==> config.mk <==
export PLATFORM = sky130hd
export DESIGN_NAME = dma_regif
export DESIGN_NICKNAME = d
export VERILOG_FILES = /design/src/rtl/dma_regif_pkg.sv /design/src/rtl/dma_byteptr.sv /design/src/rtl/dma_chan_regs.sv /design/src/rtl/dma_ctrl_regs.sv /design/src/rtl/dma_regif.sv
export SDC_FILE = /design/constraint.sdc
export NUM_CORES = 1
export LEC_CHECK = 0
export BUFFER_PORTS_ARGS = -buffer_cell sky130_fd_sc_hd__buf_4
export CORE_ASPECT_RATIO = 0.75
export CORE_MARGIN = 2
export CORE_UTILIZATION = 30
export CTS_CLUSTER_SIZE = 10
export DETAILED_ROUTE_END_ITERATION = 10
export HOLD_SLACK_MARGIN = 0.05
export PLACE_DENSITY = 0.56
export SLEW_MARGIN = 5
export SYNTH_ARGS = -nofsm -noshare
export SYNTH_HDL_FRONTEND = slang
export SYNTH_SLANG_ARGS = --single-unit
==> constraint.sdc <==
create_clock -name clk -period 2.27 [get_ports clk]
set_input_delay 0.3405 -clock clk [delete_from_list [all_inputs] [get_ports clk]]
set_output_delay 0.3405 -clock clk [all_outputs]
set_load 0.01 [all_outputs]
==> src/rtl/dma_regif_pkg.sv <==
package dma_regif_pkg;

    localparam int NCH   = 4;
    localparam int AW    = 16;
    localparam int DW    = 8;
    localparam int OFFW  = 4;
    localparam int CHW   = $clog2(NCH);
    localparam int NCHOFF = 2 * NCH;

    typedef enum logic [OFFW-1:0] {
        OFF_CMD     = 4'h8,
        OFF_REQ     = 4'h9,
        OFF_MASK1   = 4'hA,
        OFF_MODE    = 4'hB,
        OFF_PTRCLR  = 4'hC,
        OFF_MCLR    = 4'hD,
        OFF_UNMASK  = 4'hE,
        OFF_MASKALL = 4'hF
    } ctl_off_e;

    typedef struct packed {
        logic            wr;
        logic            rd;
        logic [OFFW-1:0] off;
        logic [DW-1:0]   data;
    } bus_req_t;

    typedef struct packed {
        logic [AW-1:0] base_addr;
        logic [AW-1:0] cur_addr;
        logic [AW-1:0] base_cnt;
        logic [AW-1:0] cur_cnt;
        logic [DW-1:0] mode;
    } chan_regs_t;

    function automatic logic is_chan_off(input logic [OFFW-1:0] off);
        return int'(off) < NCHOFF;
    endfunction

    function automatic logic [DW-1:0] pick_byte(input logic [AW-1:0] v, input logic hi);
        return hi ? v[AW-1:DW] : v[DW-1:0];
    endfunction

    function automatic logic [AW-1:0] put_byte(input logic [AW-1:0] v, input logic hi,
                                               input logic [DW-1:0] b);
        logic [AW-1:0] r;
        r = v;
        if (hi) r[AW-1:DW] = b;
        else    r[DW-1:0]  = b;
        return r;
    endfunction

endpackage

==> src/rtl/dma_byteptr.sv <==
module dma_byteptr
    import dma_regif_pkg::*;
(
    input  logic     clk,
    input  logic     rst,
    input  bus_req_t req,
    output logic     ptr_q
);
    logic toggle;
    logic clr;

    assign toggle = (req.wr || req.rd) && is_chan_off(req.off);
    assign clr    = req.wr && (req.off == OFF_PTRCLR || req.off == OFF_MCLR);

    always_ff @(posedge clk) begin
        if (rst || clr)  ptr_q <= 1'b0;
        else if (toggle) ptr_q <= ~ptr_q;
    end
endmodule

==> src/rtl/dma_chan_regs.sv <==
module dma_chan_regs
    import dma_regif_pkg::*;
#(
    parameter int IDX = 0
) (
    input  logic          clk,
    input  logic          rst,
    input  bus_req_t      req,
    input  logic          ptr,
    input  logic          eng_load,
    input  logic [AW-1:0] eng_addr,
    input  logic [AW-1:0] eng_cnt,
    output chan_regs_t    regs
);
    localparam logic [OFFW-1:0] ADDR_OFF = OFFW'(2 * IDX);
    localparam logic [OFFW-1:0] CNT_OFF  = OFFW'(2 * IDX + 1);
    localparam logic [CHW-1:0]  SEL      = CHW'(IDX);

    logic wr_addr, wr_cnt, wr_mode;

    assign wr_addr = req.wr && req.off == ADDR_OFF;
    assign wr_cnt  = req.wr && req.off == CNT_OFF;
    assign wr_mode = req.wr && req.off == OFF_MODE && req.data[CHW-1:0] == SEL;

    always_ff @(posedge clk) begin
        if (rst) begin
            regs <= '0;
        end else begin
            if (wr_addr) begin
                regs.base_addr <= put_byte(regs.base_addr, ptr, req.data);
                regs.cur_addr  <= put_byte(regs.cur_addr,  ptr, req.data);
            end else if (eng_load) begin
                regs.cur_addr  <= eng_addr;
            end
            if (wr_cnt) begin
                regs.base_cnt  <= put_byte(regs.base_cnt, ptr, req.data);
                regs.cur_cnt   <= put_byte(regs.cur_cnt,  ptr, req.data);
            end else if (eng_load) begin
                regs.cur_cnt   <= eng_cnt;
            end
            if (wr_mode) regs.mode <= req.data;
        end
    end
endmodule

==> src/rtl/dma_ctrl_regs.sv <==
module dma_ctrl_regs
    import dma_regif_pkg::*;
(
    input  logic           clk,
    input  logic           rst,
    input  bus_req_t       req,
    input  logic [NCH-1:0] eng_tc,
    output logic [DW-1:0]  cmd_q,
    output logic [NCH-1:0] mask_q,
    output logic [DW-1:0]  status
);
    logic [NCH-1:0] tc_q;
    logic [NCH-1:0] swreq_q;
    logic           mclr, stat_rd;

    assign mclr    = req.wr && req.off == OFF_MCLR;
    assign stat_rd = req.rd && req.off == OFF_CMD;

    always_ff @(posedge clk) begin
        if (rst || mclr) begin
            cmd_q   <= '0;
            mask_q  <= '1;
            swreq_q <= '0;
        end else if (req.wr) begin
            case (req.off)
                OFF_CMD:     cmd_q <= req.data;
                OFF_REQ:     swreq_q[req.data[CHW-1:0]] <= req.data[2];
                OFF_MASK1:   mask_q[req.data[CHW-1:0]]  <= req.data[2];
                OFF_UNMASK:  mask_q <= '0;
                OFF_MASKALL: mask_q <= req.data[NCH-1:0];
                default: ;
            endcase
        end
    end

    always_ff @(posedge clk) begin
        if (rst || mclr) tc_q <= '0;
        else             tc_q <= (stat_rd ? '0 : tc_q) | eng_tc;
    end

    assign status = {swreq_q, tc_q};
endmodule

==> src/rtl/dma_regif.sv <==
module dma_regif
    import dma_regif_pkg::*;
(
    input  logic               clk,
    input  logic               rst,
    input  logic [OFFW-1:0]    io_off,
    input  logic               io_wr,
    input  logic               io_rd,
    input  logic [DW-1:0]      io_wdata,
    output logic [DW-1:0]      io_rdata,
    input  logic [NCH-1:0]     eng_load,
    input  logic [NCH*AW-1:0]  eng_addr,
    input  logic [NCH*AW-1:0]  eng_cnt,
    input  logic [NCH-1:0]     eng_tc,
    output logic [NCH*AW-1:0]  ch_base_addr,
    output logic [NCH*AW-1:0]  ch_base_cnt,
    output logic [NCH*AW-1:0]  ch_cur_addr,
    output logic [NCH*AW-1:0]  ch_cur_cnt,
    output logic [NCH*DW-1:0]  ch_mode,
    output logic [NCH-1:0]     ch_mask,
    output logic [DW-1:0]      cmd_q
);
    bus_req_t   req;
    logic       ptr_q;
    logic [DW-1:0] status;
    chan_regs_t chans [NCH];

    assign req = '{wr: io_wr, rd: io_rd, off: io_off, data: io_wdata};

    dma_byteptr u_ptr (
        .clk   (clk),
        .rst   (rst),
        .req   (req),
        .ptr_q (ptr_q)
    );

    for (genvar n = 0; n < NCH; n++) begin : g_ch
        dma_chan_regs #(.IDX(n)) u_ch (
            .clk      (clk),
            .rst      (rst),
            .req      (req),
            .ptr      (ptr_q),
            .eng_load (eng_load[n]),
            .eng_addr (eng_addr[n*AW +: AW]),
            .eng_cnt  (eng_cnt[n*AW +: AW]),
            .regs     (chans[n])
        );
        assign ch_base_addr[n*AW +: AW] = chans[n].base_addr;
        assign ch_base_cnt[n*AW +: AW]  = chans[n].base_cnt;
        assign ch_cur_addr[n*AW +: AW]  = chans[n].cur_addr;
        assign ch_cur_cnt[n*AW +: AW]   = chans[n].cur_cnt;
        assign ch_mode[n*DW +: DW]      = chans[n].mode;
    end

    dma_ctrl_regs u_ctrl (
        .clk    (clk),
        .rst    (rst),
        .req    (req),
        .eng_tc (eng_tc),
        .cmd_q  (cmd_q),
        .mask_q (ch_mask),
        .status (status)
    );

    always_comb begin
        io_rdata = '0;
        if (is_chan_off(io_off)) begin
            for (int n = 0; n < NCH; n++) begin
                if (int'(io_off[OFFW-1:1]) == n)
                    io_rdata = io_off[0] ? pick_byte(chans[n].cur_cnt, ptr_q)
                                         : pick_byte(chans[n].cur_addr, ptr_q);
            end
        end else if (io_off == OFF_CMD) begin
            io_rdata = status;
        end
    end
endmodule

==> reports/qor.txt, run 1 <==
===============================================================================================
Result of the run                                                                  finished, violations left
Violations in the final reports                                                    negative setup slack
Die boundary width                                                                       253 µm
Relative slew margins                                                                     0.585
Synth Warn #                                                                                  0
Number of antenna violations at the first check in global routing                             5
Worst-case hold path end point                                                     g_ch[1].u_ch.regs[48]
IO Port Bufs                                                                                459
Period utilisation layout                                                                  1.19
Cell Pwr Density                                                                     698 mW/mm²
Top area cells in the synthesized netlist                                          sky130_fd_sc_hd__dfxtp_1 (44%), sky130_fd_sc_hd__a21oi_1 (9.7%), sky130_fd_sc_hd__nand2_1 (7.6%), sky130_fd_sc_hd__nor3_1 (6.0%), sky130_fd_sc_hd__a211oi_1 (5.9%)
Number of instances in the placed design                                                  2,625
Cell with the most instances after synthesis                                       sky130_fd_sc_hd__dfxtp_1
Initial core utilization                                                                  0.303
H-tree level count                                                                            2
Hold Fails Final Rpt                                                                          0
Setup TNS after final layout                                                           -3.18 ns
Die footprint                                                                        0.0482 mm²
Detailed-route wire length                                                              67.6 mm
FFs w/ async S/R, synth                                                                       0
Remaining global-route overflow                                                               0
Number of design-rule violations left by the first detailed-router iteration              1,385
Worst-case vdd ir drop                                                                 0.419 mV
Pin count of the biggest net entering global routing                                         76
Final design utilization                                                                  0.427
Vertical die dimension                                                                   191 µm
Clock latency reported for the late side of the worst-skew pair                         0.55 ns
End of the worst register-to-register path                                         g_ch[0].u_ch.regs[17]
Start point of the worst min-delay path                                            eng_addr[24]
Row cnt                                                                                      68
Leading cell types by count after synthesis                                        sky130_fd_sc_hd__dfxtp_1 (309), sky130_fd_sc_hd__nand2_1 (282), sky130_fd_sc_hd__a21oi_1 (269)
Launch instance of the worst register-to-register path                              u_ptr.ptr_q
Combined area of all synthesized cells                                               0.0139 mm²
Hold crit path type                                                                      in2reg
Largest clock skew in the final design                                                0.0328 ns
Setup repair after global routing missed its margin                                        true
Post-route cell area                                                                 0.0196 mm²
Number of register bits inferred by synthesis                                               309
Cell Area, Placed                                                                    0.0182 mm²
Number of standard cells in the final layout excluding fillers                            2,697
Post-detailed-route via-to-cell ratio                                                      5.50
Detailed-router iteration count before antenna repair                                         5
Final routed DRC violation total                                                              0
Total number of clock tree sinks                                                            309
Hold slack                                                                             0.138 ns
Number of nets in the finished design                                                     2,242
Arrival time of the worst setup path                                                    2.37 ns
CTS Buffer Depth                                                                              3
Number of flops mapped to enable cells by yosys                                               0
Worst-case setup slack after placement                                                0.0404 ns
Top fanout value on the critical path                                                         7
Area share of the largest cell type after synthesis                                       0.444
Number of nets produced by synthesis                                                      1,784
Post-synth cell types                                                                        54
CTS tree                                                                                   done
Max-cap violations                                                                            0
Via count                                                                                14,800
Synthesized area per cell                                                              8.54 µm²
Min setup slack post-route                                                            -0.441 ns
Total CTS buffers                                                                            38
Via count of the first global-routing pass                                               14,000
Clock input transition at the sequential cells of the worst setup and hold paths        0.07 ns
Critical Path RT                                                                        1.93 ns
Placer's final routability congestion estimate                                            0.941
Clock tree root driver cell                                                        sky130_fd_sc_hd__clkbuf_16
Number of ports placed on the die boundary                                                  460
Mean routed wirelength per cell                                                         25.1 µm
Core Footprint                                                                       0.0459 mm²
Number of nets with antenna violations after detailed routing                                 0
P&R area growth vs syn                                                                    40.7%
Cell count of the worst reg-to-reg path                                                       9
Final worst path period need                                                            2.71 ns
Fmax                                                                                    369 MHz
Global routing usage summed across all routing layers                                     0.269
Sequential cell area fraction in the yosys report                                         0.444
Fraction of final layout cells sized beyond drive strength 1                              0.348
Setup-violating endpoint count in the final report                                            8
Static leakage                                                                          8.02 nW
WS Path Type                                                                            reg2out
Max-slew violation count                                                                      0
Crit path launch type                                                                  register
Wire length of the first global-routing pass                                            95.8 mm
Overall power after layout                                                              13.7 mW
Post-Synthesis Cells                                                                      1,632
Transition time at the pin with the least slew margin                                  0.623 ns
FF-to-FF setup slack                                                                    0.14 ns
Sort of element at the end of the critical path                                     output port
Number of stages on the worst hold path                                                       3
Commonest register cell after synthesis                                            sky130_fd_sc_hd__dfxtp_1
Cell type with the highest aggregate area in the netlist                           sky130_fd_sc_hd__dfxtp_1
DP Wirelength                                                                           50.4 mm
===============================================================================================
cells by family (layout without fill, tap and decap cells):
family	Yosys count	after routing	share of synthesized area
compound gates	447	447	0.205
xor+xnor	1	1	0.000629
buf+inv	169	636	0.0588
flops	309	309	0.444
mux	70	70	0.0700
other cells	0	3	0
simple gates	636	636	0.222
metal layers:
| layer | GRT usage | routed length (µm) |
|---|---|---|
| met1 | 0.374 | 28900 |
| met5 | 0 | 0 |
| met2 | 0.412 | 30000 |
| met3 | 0.0738 | 7360 |
| met4 | 0.0612 | 1390 |
area by class of cell:
class | count | area, µm²
flip-flops and latches | 309 | 6190
repair buffers | 583 | 4540
multi-input cells | 1154 | 7050
clock buffers | 43 | 990
diodes | 3 | 7.51
inverters | 4 | 15.0
clock inverters | 6 | 78.8
well taps | 595 | 744
fillers | 4651 | 26300
how the worst max path moves through the flow:
| stage | start | to | cells past startpoint |
|---|---|---|---|
| after floorplan | u_ptr.ptr_q | io_rdata[4] | 6 |
| after detailed placement | u_ptr.ptr_q | io_rdata[6] | 5 |
| final | u_ptr.ptr_q | io_rdata[2] | 6 |
| after global routing | u_ptr.ptr_q | io_rdata[2] | 6 |
| after CTS | u_ptr.ptr_q | io_rdata[1] | 7 |
| after global placement | u_ptr.ptr_q | io_rdata[6] | 5 |
placed cells by master, fill, tap and decap left out, drive strengths merged, types with 4 or more instances in the layout:
| cell | instances |
|---|---|
| a2111oi | 5 |
| a211oi | 134 |
| a21boi | 8 |
| a21oi | 269 |
| a221o | 5 |
| and3 | 49 |
| buf | 578 |
| clkbuf | 43 |
| clkinv | 4 |
| dfxtp | 309 |
| dlygate4sd3 | 4 |
| mux2 | 10 |
| mux2i | 39 |
| mux4 | 21 |
| nand2 | 283 |
| nand2b | 14 |
| nand3 | 19 |
| nor2 | 46 |
| nor2b | 13 |
| nor3 | 178 |
| o211ai | 4 |
| o22ai | 5 |
| or2 | 11 |
| or3 | 11 |
critical path, stage by stage (launching register included):
cell and delay (ns):
sky130_fd_sc_hd__dfxtp_4 0.38, sky130_fd_sc_hd__buf_8 0.14, sky130_fd_sc_hd__mux4_2 0.52, sky130_fd_sc_hd__mux2i_2 0.18, sky130_fd_sc_hd__nor3_2 0.07, sky130_fd_sc_hd__a221o_1 0.37, sky130_fd_sc_hd__buf_6 0.16
state kept, by name, summed over array words and instances (netlist names):
register        cells
u_ctrl.swreq_q      4
u_ctrl.cmd_q        8
u_ctrl.mask_q       4
g_ch.u_ch.regs    288
u_ctrl.tc_q         4
u_ptr.ptr_q         1
where the power goes:
part | switching, mW | internal [mW]
Clock | 2.36 | 3.19
Sequential | 0.324 | 5.64
Combinational | 1.18 | 1.01
timing repair:
item                                   in CTS  in global routing
gates resized for setup                    21                 15
pin swaps                                   2                  7
hold buffers                                4                  0
endpoints found under the hold margin       4                  0
cloned                                      1                  0
setup endpoints to repair                   8                  8
setup buffers                              15                  0
Note: power is estimated with default switching activity, not from simulation.
==> run 2, diff against run 1 <==
Settings changed: CORE_MARGIN 2 to not set.
==> run 2 against run 1 <==
Effect of this change: the flow still finishes with violations (negative setup slack); via count shrank 0.96%; clock skew is 0.024 ns lower; clock-buffer cell count increased by 8; sequential share of layout area about the same; final area shrank 0.15%; total power about the same; largest power group unchanged; highest routed layer is now met5.
==> reports/qor.txt, run 2 (same netlist as run 1, synthesis figures left out) <==
===============================================================================================
CTS tree                                                                                   done
Final design utilization                                                                  0.433   +0.00573
Max FFs per register                                                                        288   unchanged
Max-slew violation count                                                                      0   unchanged
Cell count of the worst reg-to-reg path                                                       7   -2
Cell Area, Placed                                                                    0.0182 mm²   +0.16%
Setup-violating endpoint count in the final report                                            8   unchanged
WS Path Type                                                                            reg2out
Worst-case vdd ir drop                                                                 0.385 mV   -8.2%
Crit path launch type                                                                  register
Setup TNS after final layout                                                           -2.97 ns   +0.205 ns
Slowest cell on the critical path                                                  sky130_fd_sc_hd__mux4_2
Chain of cells forming the critical path                                           buf_12 -> mux4_2 -> mux2i_1 -> nor3_1 -> a221o_1 -> buf_6
Slowest cell delay on critical path                                                     0.54 ns   +0.02 ns
Die boundary width                                                                       251 µm   -0.79%
Number of stages on the worst hold path                                                       3   unchanged
Final routed DRC violation total                                                              0   unchanged
Sort of element at the end of the critical path                                     output port
Die footprint                                                                        0.0473 mm²   -1.8%
FF-to-FF setup slack                                                                    0.30 ns   +0.16 ns
Overall power after layout                                                              13.7 mW   about the same
Critical Path RT                                                                        1.93 ns   about the same
Mean routed wirelength per cell                                                         25.1 µm   +0.31%
Post-detailed-route via-to-cell ratio                                                      5.48   -0.48%
Relative slew margins                                                                     0.579   -0.00612
Via count of the first global-routing pass                                               13,800   -0.99%
Core Footprint                                                                       0.0453 mm²   -1.5%
Max-cap violations                                                                            0   unchanged
End of the worst register-to-register path                                         g_ch[0].u_ch.regs[42]
DP Wirelength                                                                           50.2 mm   -0.49%
H-tree level count                                                                            2   unchanged
CTS Buffer Depth                                                                              3   unchanged
Fmax                                                                                    368 MHz   -0.28%
Number of antenna violations at the first check in global routing                             5   unchanged
Transition time at the pin with the least slew margin                                  0.632 ns   +0.00918 ns
Vertical die dimension                                                                   189 µm   -1.0%
Number of nets in the finished design                                                     2,234   -0.36%
Launch instance of the worst register-to-register path                              u_ptr.ptr_q
Row cnt                                                                                      67   -1.5%
P&R area growth vs syn                                                                    40.5%
Total CTS buffers                                                                            38   unchanged
Largest regs                                                                       g_ch.u_ch.regs x288, u_ctrl.cmd_q x8
Static leakage                                                                          7.99 nW   -0.35%
Setup repair after global routing missed its margin                                        true
Number of design-rule violations left by the first detailed-router iteration              1,533   +11%
Number of ports placed on the die boundary                                                  460   unchanged
Post-route cell area                                                                 0.0196 mm²   -0.15%
Initial core utilization                                                                  0.308   +0.00453
Start point of the worst min-delay path                                            eng_addr[20]
Final worst path period need                                                            2.72 ns   +0.00771 ns
Top fanout value on the critical path                                                         5   -2
Hold slack                                                                             0.156 ns   +0.0182 ns
Hold crit path type                                                                      in2reg
Fraction of final layout cells sized beyond drive strength 1                              0.343   -0.00554
Clock tree root driver cell                                                        sky130_fd_sc_hd__clkbuf_16
Remaining global-route overflow                                                               0   unchanged
Arrival time of the worst setup path                                                    2.38 ns   about the same
Violations in the final reports                                                    negative setup slack
Period utilisation layout                                                                  1.20   +0.00340
Wire length of the first global-routing pass                                            95.6 mm   -0.21%
Number of nets with antenna violations after detailed routing                                 0   unchanged
Total number of clock tree sinks                                                            309   unchanged
IO Port Bufs                                                                                459   unchanged
Pin count of the biggest net entering global routing                                         80   +5.3%
Commonest non-fill, non-tap cell in the layout                                     sky130_fd_sc_hd__buf_4
Via count                                                                                14,700   -0.96%
Clock input transition at the sequential cells of the worst setup and hold paths        0.06 ns   about the same
Hold Fails Final Rpt                                                                          0   unchanged
Detailed-router iteration count before antenna repair                                         8   +3
Largest clock skew in the final design                                               0.00828 ns   -0.0245 ns
Placer's final routability congestion estimate                                            0.952   +1.1%
Clock latency reported for the late side of the worst-skew pair                         0.52 ns   -0.03 ns
Result of the run                                                                  finished, violations left
Worst-case hold path end point                                                     g_ch[1].u_ch.regs[44]
Detailed-route wire length                                                              67.5 mm   -0.17%
Cell Pwr Density                                                                     699 mW/mm²   +0.12%
Launch point of the worst path                                                      u_ptr.ptr_q
Reg with most FFs                                                                  g_ch.u_ch.regs
Highest-count cells in the layout ignoring fill and taps                           sky130_fd_sc_hd__buf_4 (551), sky130_fd_sc_hd__dfxtp_1 (308), sky130_fd_sc_hd__nand2_1 (282), sky130_fd_sc_hd__a21oi_1 (268), sky130_fd_sc_hd__nor3_1 (165)
Min setup slack post-route                                                            -0.449 ns   -0.00771 ns
Global routing usage summed across all routing layers                                     0.274   +0.00494
===============================================================================================
==> run 2: cell types whose count changed in the layout (fill, tap and decap cells not counted), sizes merged <==
cell	previous run	this run
clkbuf	43	51
buf	578	571
clkinvlp	2	0
bufbuf	1	0
bufinv	1	0
inv	3	2
==> run 2: routing by layer <==
| metal | track usage | share of wire | up-vias |
|---|---|---|---|
| met5 | 0 | 0.00044 | - |
| li1 | - | - | 6735 |
| met2 | 0.419 | 0.44 | 796 |
| met4 | 0.0570 | 0.017 | 4 |
| met1 | 0.372 | 0.42 | 7081 |
| met3 | 0.0921 | 0.11 | 79 |
==> run 2: what timing repair did <==
item | in CTS | in global routing
resized for setup | 13 | 25
hold buffers | 4 | 0
setup buffers | 2 | 4
pin swaps | 0 | 10
hold endpoints to repair | 4 | 0
setup endpoints to repair | 8 | 8
==> run 2: power breakdown <==
part,switching (mW),leakage (nW),internal (mW)
Clock,2.31,0.532,3.26
Sequential,0.318,2.53,5.64
Combinational,1.18,4.93,0.986
==> run 2: worst max path at each step <==
stage	endpoint	slack [ns]
6_report	io_rdata[3]	-0.45
2_1_floorplan	io_rdata[4]	0.12
5_1_grt	io_rdata[5]	-0.47
3_3_place_gp	io_rdata[7]	-0.1
4_1_cts	io_rdata[0]	-0.44
3_5_place_dp	g_ch[0].u_ch.regs[20]	-0.03
==> run 2: critical path: cells and delay by family, from the launching register on <==
kind,cells,cell delay (ns)
mux,2,0.70
flops,1,0.43
compound gates,1,0.36
buf+inv,2,0.30
simple gates,1,0.07
==> run 2: cell type report <==
type / instances / area, µm²
fill: 4519 / 25700
multi-input combinational: 1154 / 7050
sequential: 309 / 6190
timing repair buffer: 575 / 4510
clock buffer: 51 / 1070
tap: 586 / 733
inverter: 4 / 15.0
clock inverter: 2 / 13.8
antenna: 3 / 7.51
==> run 2: stage by stage <==
step           setup WS, ns  instances
2_1_floorplan         0.122       1632
3_3_place_gp        -0.0953       2618
3_5_place_dp        -0.0265       2618
4_1_cts              -0.443       2677
5_1_grt              -0.467       2683
6_report             -0.449       2684
==> run 3, diff against run 2 <==
Settings changed: ABC_AREA set to 1, PLACE_DENSITY 0.56 to 0.55.
==> run 3 against run 2 <==
Effect of this change: the flow still finishes with violations (negative setup slack); clock skew increased by 0.0076 ns; clock power about the same; routed wire length shrank 1.4%; sequential share of layout area down 1.9 points; synthesized cell count up 45%; non-clock buffer count is 44 lower; utilization decreased by 0.71 points; final cell count increased by 30%; final area grew 6.6%; first-iteration DRC count is 25% lower; total power grew 1.7%.
==> reports/qor.txt, run 3 <==
===============================================================================================
Result of the run                                                                  finished, violations left
Violations in the final reports                                                    negative setup slack
Cell repeated most along the worst path                                            sky130_fd_sc_hd__nand3_2
WS Path Type                                                                            reg2out
Number of nets with antenna violations after detailed routing                                 0   unchanged
Sequential cell area in the final layout                                            0.00619 mm²   unchanged
FFs w/ async S/R, synth                                                                       0   unchanged
Synth Warn #                                                                                  0   unchanged
Slowest cell on the critical path                                                  sky130_fd_sc_hd__dfxtp_4
Area share of the largest cell type after synthesis                                       0.413   -0.0313
Number of instances in the placed design                                                  3,403   +30%
Max-slew violation count                                                                      0   unchanged
Crit path launch type                                                                  register
Largest regs                                                                       g_ch.u_ch.regs x288, u_ctrl.cmd_q x8
Highest-count cells in the layout ignoring fill and taps                           sky130_fd_sc_hd__nand2_1 (660), sky130_fd_sc_hd__nor2_1 (573), sky130_fd_sc_hd__buf_4 (496), sky130_fd_sc_hd__dfxtp_1 (308), sky130_fd_sc_hd__nand3_1 (200)
Placer's final routability congestion estimate                                            0.910   -4.4%
Number of standard cells in the final layout excluding fillers                            3,484   +30%
Max FFs per register                                                                        288   unchanged
FF-to-FF setup slack                                                                    0.40 ns   +0.10 ns
Post-synth cell types                                                                        30   -44%
Total CTS buffers                                                                            38   unchanged
Worst-case hold path end point                                                     g_ch[2].u_ch.regs[13]
Wire length of the first global-routing pass                                            96.3 mm   +0.69%
Number of design-rule violations left by the first detailed-router iteration              1,151   -25%
CTS Buffer Depth                                                                              3   unchanged
Pin count of the biggest net entering global routing                                         90   +13%
Initial core utilization                                                                  0.306   -0.00216
Mean routed wirelength per cell                                                         19.1 µm   -24%
Start point of the worst min-delay path                                             eng_cnt[37]
Number of flops mapped to enable cells by yosys                                               0   unchanged
Cell count of the worst reg-to-reg path                                                       8   +1
Hold Fails Final Rpt                                                                          0   unchanged
Final design utilization                                                                  0.426   -0.00708
Commonest non-fill, non-tap cell in the layout                                     sky130_fd_sc_hd__nand2_1
Worst-case vdd ir drop                                                                 0.399 mV   +3.6%
Clock input transition at the sequential cells of the worst setup and hold paths        0.06 ns   about the same
Final routed DRC violation total                                                              0   unchanged
Top fanout value on the critical path                                                         6   +1
Post-Synthesis Cells                                                                      2,373   +45%
Top area cells in the synthesized netlist                                          sky130_fd_sc_hd__dfxtp_1 (41%), sky130_fd_sc_hd__nand2_1 (17%), sky130_fd_sc_hd__nor2_1 (14%), sky130_fd_sc_hd__nand3_1 (7.3%), sky130_fd_sc_hd__o21ai_0 (5.5%)
Largest clock skew in the final design                                                0.0159 ns   +0.00761 ns
Vertical die dimension                                                                   196 µm   +3.7%
Number of antenna violations at the first check in global routing                             3   -2
Hold crit path type                                                                      in2reg
End of the worst register-to-register path                                         g_ch[1].u_ch.regs[30]
Reg with most FFs                                                                  g_ch.u_ch.regs
Remaining global-route overflow                                                               0   unchanged
Static leakage                                                                          10.6 nW   +33%
Combined area of all synthesized cells                                               0.0150 mm²   +7.6%
Post-detailed-route via-to-cell ratio                                                      4.85   -11%
Cell with the most instances after synthesis                                       sky130_fd_sc_hd__nand2_1
Family with the most delay on the worst path                                       simple AND/OR/NAND/NOR gates
Setup-violating endpoint count in the final report                                            8   unchanged
Detailed-route wire length                                                              66.5 mm   -1.4%
H-tree level count                                                                            2   unchanged
Arrival time of the worst setup path                                                    2.10 ns   -0.28 ns
Depth of the critical timing path with buffers and inverters included                         9   +3
Slowest cell delay on critical path                                                     0.42 ns   -0.12 ns
Chain of cells forming the critical path                                           clkinv_8 -> buf_12 -> nand2_4 -> nand3_2 -> nand2_1 -> inv_1 -> nand3b_1 -> nand3_2 -> buf_6
Die footprint                                                                        0.0509 mm²   +7.5%
Setup repair after global routing missed its margin                                        true
Global routing usage summed across all routing layers                                     0.248   -0.0256
Relative slew margins                                                                     0.557   -0.0215
Number of nets produced by synthesis                                                      2,525   +42%
Cell Pwr Density                                                                     667 mW/mm²   -4.6%
Total of fill cells in the finished design                                                5,245   +16%
Detailed-router iteration count before antenna repair                                         5   -3
Row cnt                                                                                      70   +4.5%
Period utilisation layout                                                                  1.08   -0.121
Commonest register cell after synthesis                                            sky130_fd_sc_hd__dfxtp_1
Buffers and inverters on the worst path                                                       4   +2
Clock latency reported for the late side of the worst-skew pair                         0.54 ns   +0.02 ns
P&R area growth vs syn                                                                    39.2%
IO Port Bufs                                                                                459   unchanged
Multi-input gate area in the final layout                                           0.00774 mm²   +9.8%
Die boundary width                                                                       260 µm   +3.7%
Number of register bits inferred by synthesis                                               309   unchanged
Min setup slack post-route                                                            -0.174 ns   +0.274 ns
Final worst path period need                                                            2.44 ns   -0.274 ns
CTS tree                                                                                   done
Core Footprint                                                                       0.0490 mm²   +8.3%
Total number of clock tree sinks                                                            309   unchanged
Sequential cell area fraction in the yosys report                                         0.413   -0.0313
Cell type with the highest aggregate area in the netlist                           sky130_fd_sc_hd__dfxtp_1
Max-cap violations                                                                            0   unchanged
DP Wirelength                                                                           48.0 mm   -4.3%
Leading cell types by count after synthesis                                        sky130_fd_sc_hd__nand2_1 (692), sky130_fd_sc_hd__nor2_1 (575), sky130_fd_sc_hd__dfxtp_1 (309)
Synthesized area per cell                                                              6.32 µm²   -26%
Via count                                                                                16,900   +15%
Number of ports placed on the die boundary                                                  460   unchanged
Setup TNS after final layout                                                          -0.805 ns   +2.17 ns
Critical Path RT                                                                        1.93 ns   about the same
Clock tree root driver cell                                                        sky130_fd_sc_hd__clkbuf_16
Transition time at the pin with the least slew margin                                  0.664 ns   +0.0322 ns
Number of stages on the worst hold path                                                       5   +2
Number of nets in the finished design                                                     2,972   +33%
Launch instance of the worst register-to-register path                              u_ptr.ptr_q
Sort of element at the end of the critical path                                     output port
Via count of the first global-routing pass                                               15,600   +12%
Fmax                                                                                    409 MHz   +11%
Fraction of final layout cells sized beyond drive strength 1                              0.253   -0.0895
===============================================================================================
run 3: final cells by class:
cell class,count,share of cell area
clock buffer,51,0.0504
sequential,309,0.297
antenna,1,0.000120
clock inverter,4,0.00204
timing repair buffer,531,0.208
multi-input combinational,1758,0.371
tap,648,0.0388
inverter,182,0.0336
run 3: worst max path at each step:
stage / end / start
6_report: io_rdata[6] / u_ptr.ptr_q
5_1_grt: io_rdata[6] / u_ptr.ptr_q
4_1_cts: io_rdata[1] / u_ptr.ptr_q
3_5_place_dp: io_rdata[4] / io_off[1]
3_3_place_gp: io_rdata[4] / io_off[1]
2_1_floorplan: io_rdata[7] / u_ptr.ptr_q
run 3: logic make-up after synthesis:
logic type,Yosys count,synth area share
and+or+nand+nor,1553,0.431
AOI/OAI and AO/OA,205,0.0699
DFF,309,0.413
buffers and inverters,306,0.0862
run 3: what timing repair did:
item                                   4_1_cts  5_1_grt
setup endpoints to repair                    8        8
setup buffers                                2        9
gates resized for setup                     35       46
endpoints found under the hold margin        4        0
gates cloned                                 3        8
pin swaps                                    1       20
hold buffers                                 4        0
run 3: routing by layer:
metal / vias to the layer above / wire, µm / global-route usage / share of wire
li1: 8227 / - / - / -
met1: 7880 / 30000 / 0.348 / 0.45
met2: 696 / 29900 / 0.390 / 0.45
met3: 75 / 5600 / 0.0522 / 0.084
met4: 4 / 950 / 0.0485 / 0.014
met5: - / 29 / 0 / 0.00044
run 3: worst reg2reg max path, delay by kind of cell (launching register included):
family / cells / cell delay [ns]
DFF: 1 / 0.42
and+or+nand+nor: 3 / 0.50
buffers and inverters: 5 / 0.84
run 3: stage by stage:
stage | worst slack [ns] | hold slack [ns] | area [µm²] | total power [mW]
final | -0.174 | 0.112 | 20900 | 13.9
after detailed placement | -0.0207 | 0.437 | 19100 | 8.23
after CTS | -0.126 | 0.0873 | 20500 | 13.9
after global placement | -0.0583 | 0.431 | 19100 | 8.22
after floorplan | 0.505 | 0.439 | 15000 | 7.11
after global routing | -0.217 | 0.102 | 20900 | 14.5
run 3: where the power goes:
group          switching, mW  internal (mW)
clock                   2.37           3.21
combinational           1.48           1.02
sequential             0.192           5.65
